## config.mk

```make
export PLATFORM = sky130hd
export DESIGN_NAME = compliance_pattern_gen
export DESIGN_NICKNAME = d
export VERILOG_FILES = /design/src/rtl/cpg_pkg.sv /design/src/rtl/cpg_sequencer.sv /design/src/rtl/cpg_lane.sv /design/src/rtl/compliance_pattern_gen.sv
export SDC_FILE = /design/constraint.sdc
export NUM_CORES = 1
export LEC_CHECK = 0
export CAP_MARGIN = 30
export CORE_MARGIN = 5
export CORE_UTILIZATION = 45
export DETAILED_ROUTE_END_ITERATION = 10
export GPL_TIMING_DRIVEN = 0
export PLACE_DENSITY = 0.81
export SLEW_MARGIN = 20
export SYNTH_ARGS = -nofsm -noshare
export SYNTH_HDL_FRONTEND = slang
export SYNTH_HIERARCHICAL = 1
export SYNTH_SLANG_ARGS = --single-unit
```

## constraint.sdc

```tcl
create_clock -name clk -period 2.6 [get_ports clk]
set_input_delay 0.52 -clock clk [delete_from_list [all_inputs] [get_ports clk]]
set_output_delay 0.52 -clock clk [all_outputs]
set_load 0.05 [all_outputs]
```

## src/rtl/cpg_pkg.sv

```systemverilog
package cpg_pkg;

  localparam logic [7:0] SYM_COMMA = 8'hBC;  // K28.5
  localparam logic [7:0] SYM_D21_5 = 8'hB5;
  localparam logic [7:0] SYM_D10_2 = 8'h4A;
  localparam int unsigned GROUP_SPAN = 8;     // shifted lane every eighth lane
  localparam int unsigned LOOP_LEN   = 4;     // symbols per pattern loop
  localparam int unsigned SHIFT_SYMS = 2;     // symbols of shift on a group lane

  typedef struct packed {
    logic [7:0] data;
    logic       is_k;
  } symbol_t;

  // Symbol for a position in the four-symbol loop.
  function automatic symbol_t loop_symbol(input logic [1:0] pos);
    symbol_t s;
    case (pos)
      2'd0, 2'd2: begin s.data = SYM_COMMA; s.is_k = 1'b1; end
      2'd1:       begin s.data = SYM_D21_5; s.is_k = 1'b0; end
      default:    begin s.data = SYM_D10_2; s.is_k = 1'b0; end
    endcase
    return s;
  endfunction

  // Loop position a lane reads, given the shared phase and whether it is shifted.
  function automatic logic [1:0] lane_position(input logic [1:0] phase, input logic shifted);
    return shifted ? (phase + 2'(SHIFT_SYMS)) : phase;
  endfunction

  // Lane belongs to the shifted group when its index mod 8 equals the offset.
  function automatic logic in_group(input int unsigned lane, input logic [2:0] offset);
    logic [2:0] low_bits;
    low_bits = 3'(lane % GROUP_SPAN);
    return low_bits == offset;
  endfunction

endpackage

```

## src/rtl/cpg_sequencer.sv

```systemverilog
module cpg_sequencer #(
  parameter int unsigned REPS_PER_PASS = 2
) (
  input  logic       clk,
  input  logic       rst_n,
  input  logic       enable,
  output logic [1:0] phase,
  output logic [2:0] offset,
  output logic       loop_end,
  output logic       pass_end
);
  import cpg_pkg::*;

  localparam int unsigned REP_W    = (REPS_PER_PASS > 1) ? $clog2(REPS_PER_PASS) : 1;
  localparam logic [REP_W-1:0] REP_LAST = REP_W'(REPS_PER_PASS - 1);

  logic [REP_W-1:0] rep_q;

  // Named events for the assertions and for the lane logic.
  assign loop_end = enable && (phase == 2'(LOOP_LEN - 1));
  assign pass_end = loop_end && (rep_q == REP_LAST);

  always_ff @(posedge clk or negedge rst_n) begin
    if (!rst_n) begin
      phase  <= '0;
      rep_q  <= '0;
      offset <= '0;
    end else if (!enable) begin
      phase  <= '0;
      rep_q  <= '0;
      offset <= '0;
    end else begin
      phase <= phase + 2'd1;
      if (pass_end) begin
        rep_q  <= '0;
        offset <= offset + 3'd1;
      end else if (loop_end) begin
        rep_q <= rep_q + REP_W'(1);
      end
    end
  end

  // offset only moves at the end of a pass
  p_offset_hold_r5: assert property (@(posedge clk) disable iff (!rst_n)
    (enable && !pass_end) |=> (offset == $past(offset)));

  // at a pass end the offset steps by one, wrapping 7 -> 0
  p_offset_step_r5: assert property (@(posedge clk) disable iff (!rst_n)
    pass_end |=> (offset == 3'($past(offset) + 3'd1)));

  // a disabled cycle restarts the loop and the group
  p_restart_r6: assert property (@(posedge clk) disable iff (!rst_n)
    !enable |=> (phase == 2'd0 && offset == 3'd0));

endmodule

```

## src/rtl/cpg_lane.sv

```systemverilog
module cpg_lane #(
  parameter int unsigned LANE_ID = 0
) (
  input  logic       clk,
  input  logic       rst_n,
  input  logic       enable,
  input  logic [1:0] phase,
  input  logic [2:0] offset,
  output logic [7:0] data,
  output logic       is_k
);
  import cpg_pkg::*;

  logic       shifted;
  logic [1:0] pos;
  symbol_t    next_sym;

  assign shifted  = in_group(LANE_ID, offset);
  assign pos      = lane_position(phase, shifted);
  assign next_sym = loop_symbol(pos);

  always_ff @(posedge clk or negedge rst_n) begin
    if (!rst_n) begin
      data <= '0;
      is_k <= 1'b0;
    end else if (!enable) begin
      data <= '0;
      is_k <= 1'b0;
    end else begin
      data <= next_sym.data;
      is_k <= next_sym.is_k;
    end
  end

  // a disabled edge leaves the lane at zero
  p_idle_zero_r6: assert property (@(posedge clk) disable iff (!rst_n)
    !enable |=> (data == 8'h00 && !is_k));

  // only the comma byte ever carries the control flag
  p_k_only_comma_r2: assert property (@(posedge clk) disable iff (!rst_n)
    is_k |-> (data == SYM_COMMA));

  // two enabled edges in a row never give two commas in a row
  p_alternate_r3: assert property (@(posedge clk) disable iff (!rst_n)
    (enable && $past(enable) && is_k) |=> !is_k);

endmodule

```

## src/rtl/compliance_pattern_gen.sv

```systemverilog
module compliance_pattern_gen #(
  parameter int unsigned LANES         = 12,
  parameter int unsigned REPS_PER_PASS = 2
) (
  input  logic               clk,
  input  logic               rst_n,
  input  logic               enable,
  output logic [8*LANES-1:0] tx_data,
  output logic [LANES-1:0]   tx_is_k
);

  logic [1:0] phase;
  logic [2:0] offset;
  logic       loop_end;
  logic       pass_end;

  cpg_sequencer #(
    .REPS_PER_PASS(REPS_PER_PASS)
  ) u_seq (
    .clk      (clk),
    .rst_n    (rst_n),
    .enable   (enable),
    .phase    (phase),
    .offset   (offset),
    .loop_end (loop_end),
    .pass_end (pass_end)
  );

  for (genvar g = 0; g < LANES; g++) begin : g_lane
    cpg_lane #(
      .LANE_ID(g)
    ) u_lane (
      .clk    (clk),
      .rst_n  (rst_n),
      .enable (enable),
      .phase  (phase),
      .offset (offset),
      .data   (tx_data[8*g +: 8]),
      .is_k   (tx_is_k[g])
    );
  end

  // the control flags of all lanes move together
  p_k_aligned_r7: assert property (@(posedge clk) disable iff (!rst_n)
    (tx_is_k == '0) || (tx_is_k == '1));

  // reset leaves every lane silent
  always_comb begin
    if (!rst_n) begin
      a_reset_quiet_r1: assert (tx_is_k == '0 || $isunknown(tx_is_k));
    end
  end

endmodule

```

Word-level counts from Yosys, hierarchy flattened
Cells that the tools add are included.
W data, S select, Z words.
- register bits after elaboration: 78
- bits of input ports: 3
- output and inout bits: 108
- word-level logic and storage cells: 106
- add/subtract/negate cells: 4
- equality and inequality tests: 26
- muxes and demuxes: 38
- reductions and logical operators: 19
- operator list (cell ; count):
    $pmux W9 S2 ; 8
    $mux W8 ; 8
    $eq A2 B2 Y1 const B ; 9
    $mux W2 ; 9
    $eq A2 B1 Y1 const B ; 8
    $logic_not A2 Y1 ; 8
    $reduce_or A2 Y1 ; 8
    $eq A3 B3 Y1 const A ; 4
    $mux W1 ; 11
    $eq A2 B3 Y1 const A ; 2
    $mux W3 ; 2
    $add A3 B1 Y3 const B ; 1
    $eq A1 B3 Y1 const A ; 1
    $logic_not A3 Y1 ; 1
    $ne A3 B1 Y1 const B ; 1
    $add A2 B1 Y2 const B ; 1
    $add A2 B2 Y2 const B ; 1
    $logic_and A1 B1 Y1 ; 2
    $ne A2 B1 Y1 const B ; 1
    $add A1 B1 Y1 const B ; 1

Logic depth before layout (Yosys ltp)
- depth after elaboration: 6
- mapped depth: 4
- depth with buffers taken out: 3

Modules after synthesis
The synthesis kept the hierarchy.
- modules (own cells, without submodules) (module ; times used ; cells each ; area an instance (sq um) ; sequential area each (sq um)):
    cpg_lane (g_lane[10].u_lane ...) ; 5 ; 18 ; 216.5 ; 125.1
    cpg_lane (g_lane[11].u_lane ...) ; 4 ; 18 ; 230.2 ; 125.1
    cpg_lane (g_lane[0].u_lane ...) ; 2 ; 21 ; 235.2 ; 125.1
    cpg_sequencer ; 1 ; 27 ; 305.3 ; 150.1
    cpg_lane (g_lane[7].u_lane) ; 1 ; 18 ; 220.2 ; 125.1

Worst setup path before layout
Ideal clock, no wire load.
- path type: register to register
- from: register u_seq.phase[0]
- to: register u_seq.offset[2]
- setup time: 0.125 ns
- arrival time: 1.716 ns
- data required time: 2.475 ns
- path slack: 0.759 ns
- cell stages (with the launch flop): 5
- buffers on the path: 1
- period minus slack after synthesis: 1.841 ns
- cell sequence: dfrtp_1 > ha_1 > buf_4 > nand3_1 > mux2i_1
- word-level cells in the longest chain between the ends: 4
- ends and longest elaborated chain (element ; line ; RTL):
    start: declaration ; cpg_sequencer.sv:7 ; output logic [1:0] phase,
    start signal: assignment ; cpg_sequencer.sv:33 ; phase <= phase + 2'd1;
    $eq A2 B2 Y1 ; cpg_sequencer.sv:20 ; assign loop_end = enable && (phase == 2'(LOOP_LEN - 1));
    $logic_and A1 B1 Y1 ; cpg_sequencer.sv:20 ;
    $logic_and A1 B1 Y1 ; cpg_sequencer.sv:21 ; assign pass_end = loop_end && (rep_q == REP_LAST);
    $ne A2 B1 Y1 (no source line) ; n/a ;
    end signal: assignment ; cpg_sequencer.sv:36 ; offset <= offset + 3'd1;
    end: declaration ; cpg_sequencer.sv:8 ; output logic [2:0] offset,
No other way between the ends.
A chain may end at the register's enable or synchronous reset.

Final worst setup path
- from: register g_lane[6].u_lane.data[5]
- to: output tx_data[53]
- RTL lines (element ; line ; RTL):
    start: declaration ; cpg_lane.sv:9 ; output logic [7:0] data,
    start signal: assignment ; cpg_lane.sv:30 ; data <= next_sym.data;
    end: declaration ; compliance_pattern_gen.sv:8 ; output logic [8*LANES-1:0] tx_data,
No word-level cell between the ends.

==> key figures <==
Run status
  – Status: finished, final reports clean

GRT
  – Largest net degree at the start of global routing: 56
  – Initial antenna violation count: 0
  – Vias in the first global route: 2073
  – GRT Total Usage: 15.0%
  – Gr ovfl total: 0
  – Global-route wire length before repair: 10.2 mm

CTS
  – Root Driver: clkbuf_8
  – CTS tree: built
  – CTS Hold Bufs: 0
  – Clock transition at the registers of the reported paths: 0.08 ns
  – Worst-Skew Late Latency: 0.33 ns
  – CTS Buf Count: 9
  – Clock Tree Buf Depth: 2
  – H-tree depth: 3
  – Post-CTS Resized: 0
  – Clock sink total: 66
  – Setup bufs post-CTS: 0

Layout
  – Most frequent cells in the layout: 108 x clkdlybuf4s50_1, 65 x dfrtp_1, 50 x buf_4, 14 x nor2_1
  – Layout cell share with drive strength beyond 1: 26.0%
  – Post-layout util: 70.0%
  – Multi-input logic area: 906 um^2
  – Area growth, synth to finish: 49.7%
  – Nets: 377
  – Non-Filler Instances: 454
  – Register Area: 1650 um^2
  – N_diodes: 0
  – # fillers: 463
  – Most common cell after layout, fill and taps aside: clkdlybuf4s50_1

Critical path
  – Worst-path cell chain: buf_4 -> clkdlybuf4s50_1
  – Depth of the most critical reg-to-reg path: 3
  – Crit path DAT: 1.65 ns
  – Worst R2R Start: u_seq/offset[0]
  – CP max stage delay: 0.80 ns
  – Worst path slowest cell: clkdlybuf4s50_1
  – Critical path class: reg2out
  – Nature of the critical path endpoint: primary output
  – Critical Path RT: 2.08 ns
  – Critical path's top delay family: buffers and inverters
  – Number of buffers and inverters on the critical path: 2
  – Crit start category: flip-flop
  – R2r setup slk: 0.84 ns
  – Reg-to-Reg End: g_lane[1].u_lane/data[0]
  – CP max FO: 4

Routing
  – DRC: 0
  – M1 WL: 2.39 mm
  – WL met3: 464 um
  – Starting DRT DRC Count: 92
  – Top sig layer: met4
  – DR WL/cell: 13.9 um
  – Routed wire length: 6.31 mm
  – Antenna viol nets, final: 0
  – Via-per-instance ratio: 4.65
  – Met2 WL: 3.41 mm
  – Drt first pass iters: 4
  – Via count: 2111

Power and ir drop
  – Leak: 2.22 nW
  – Worst VDD drop: 0.000381 V
  – Pwr dens: 638 nW/um^2
  – Tot Pwr: 2.85 mW

Flow run
  – Max-cap viol count: 0

Synthesis
  – Synth Warn #: 6
  – Synth Instances: 247
  – Post-Syn Area: 2990 um^2
  – Avg Cell Area, Syn: 12.1 um^2
  – Syn Nets: 252

STA
  – Max-slew violations: 0
  – Worst slew pin tran: 0.882 ns
  – Worst Skew: 0.00737 ns
  – Fmax: 460 MHz
  – RSZ-0062 raised after global routing: false
  – Period utilization: 83.6%
  – Final Hold Viols: 0
  – Tmin final: 2.17 ns
  – Final Setup Violations: 0
  – Relative slew slack: 41.2%

Die
  – Initial Utilization: 46.7%
  – Rows: 29
  – I/O Pins: 111
  – Total Die Area: 8360 um^2
  – Die Span Y: 91.5 um
  – Die width: 91.5 um
  – CORE AREA: 6390 um^2

Place
  – Inst Count DP: 437
  – RePlAce Congestion: 0.685
  – Hpwl dp: 4.44 mm
  – PortBufs: 110

Worst hold path
  – Hold WC Path Type: in2async
[worst max path at each step]
stage / from / endpoint / slack, ns / depth (start not counted)
2_1_floorplan: u_seq/phase[0] / u_seq/offset[2] / 0.77 / 4
3_3_place_gp: rst_n / g_lane[3].u_lane/is_k / -1.05 / 1
4_1_cts: g_lane[11].u_lane/data[5] / tx_data[92] / 0.42 / 2
3_5_place_dp: g_lane[9].u_lane/data[5] / tx_data[79] / 0.78 / 2
6_report: g_lane[6].u_lane/data[5] / tx_data[53] / 0.43 / 2
5_1_grt: g_lane[5].u_lane/data[5] / tx_data[47] / 0.37 / 2
[through the flow]
stage / cell area [um^2] / setup TNS (ns) / setup slack, ns / hold WS, ns
after floorplan: 2990 / 0 / 0.768 / 0.224
after global placement: 4180 / -70.28 / -1.05 / 0.604
after detailed placement: 4250 / 0 / 0.779 / 0.381
after CTS: 4460 / 0 / 0.417 / 0.0232
after global routing: 4470 / 0 / 0.374 / 0.0249
final: 4470 / 0 / 0.427 / 0.0266
[power breakdown]
group / switching, mW / internal (mW) / leakage, nW
Clock: 0.384 / 0.490 / 0.105
Sequential: 0.0370 / 1.09 / 0.847
Combinational: 0.550 / 0.303 / 1.27
Total: 0.972 / 1.88 / 2.22
[worst register-to-register path, stage by stage, from the launching register on]
cell	delay, ns
dfrtp_1	0.92
nor3b_2	0.32
xnor2_1	0.22
and3_2	0.24
[area by class of cell]
| class | instances | area share, % |
|---|---|---|
| inverter | 13 | 1.09 |
| multi-input combinational | 118 | 20.3 |
| timing repair buffer | 114 | 26.5 |
| buffer | 50 | 8.48 |
| sequential | 66 | 37.0 |
| clock buffer | 11 | 3.39 |
| tap | 77 | 2.16 |
| clock inverter | 5 | 1.18 |
[registers in the layout, summed over array words and instances, names as in the netlist]
register and flops:
g_lane.u_lane/data 48, g_lane.u_lane/is_k 12, u_seq/offset 3, u_seq/phase 2
u_seq/rep_q 1
[routing by layer]
layer	global-route usage [%]	vias up
li1	-	1015
met1	17.0	1026
met2	26.8	62
met3	4.46	8
met4	4.77	0
met5	0	-
Power figures use the tool's default switching activity.
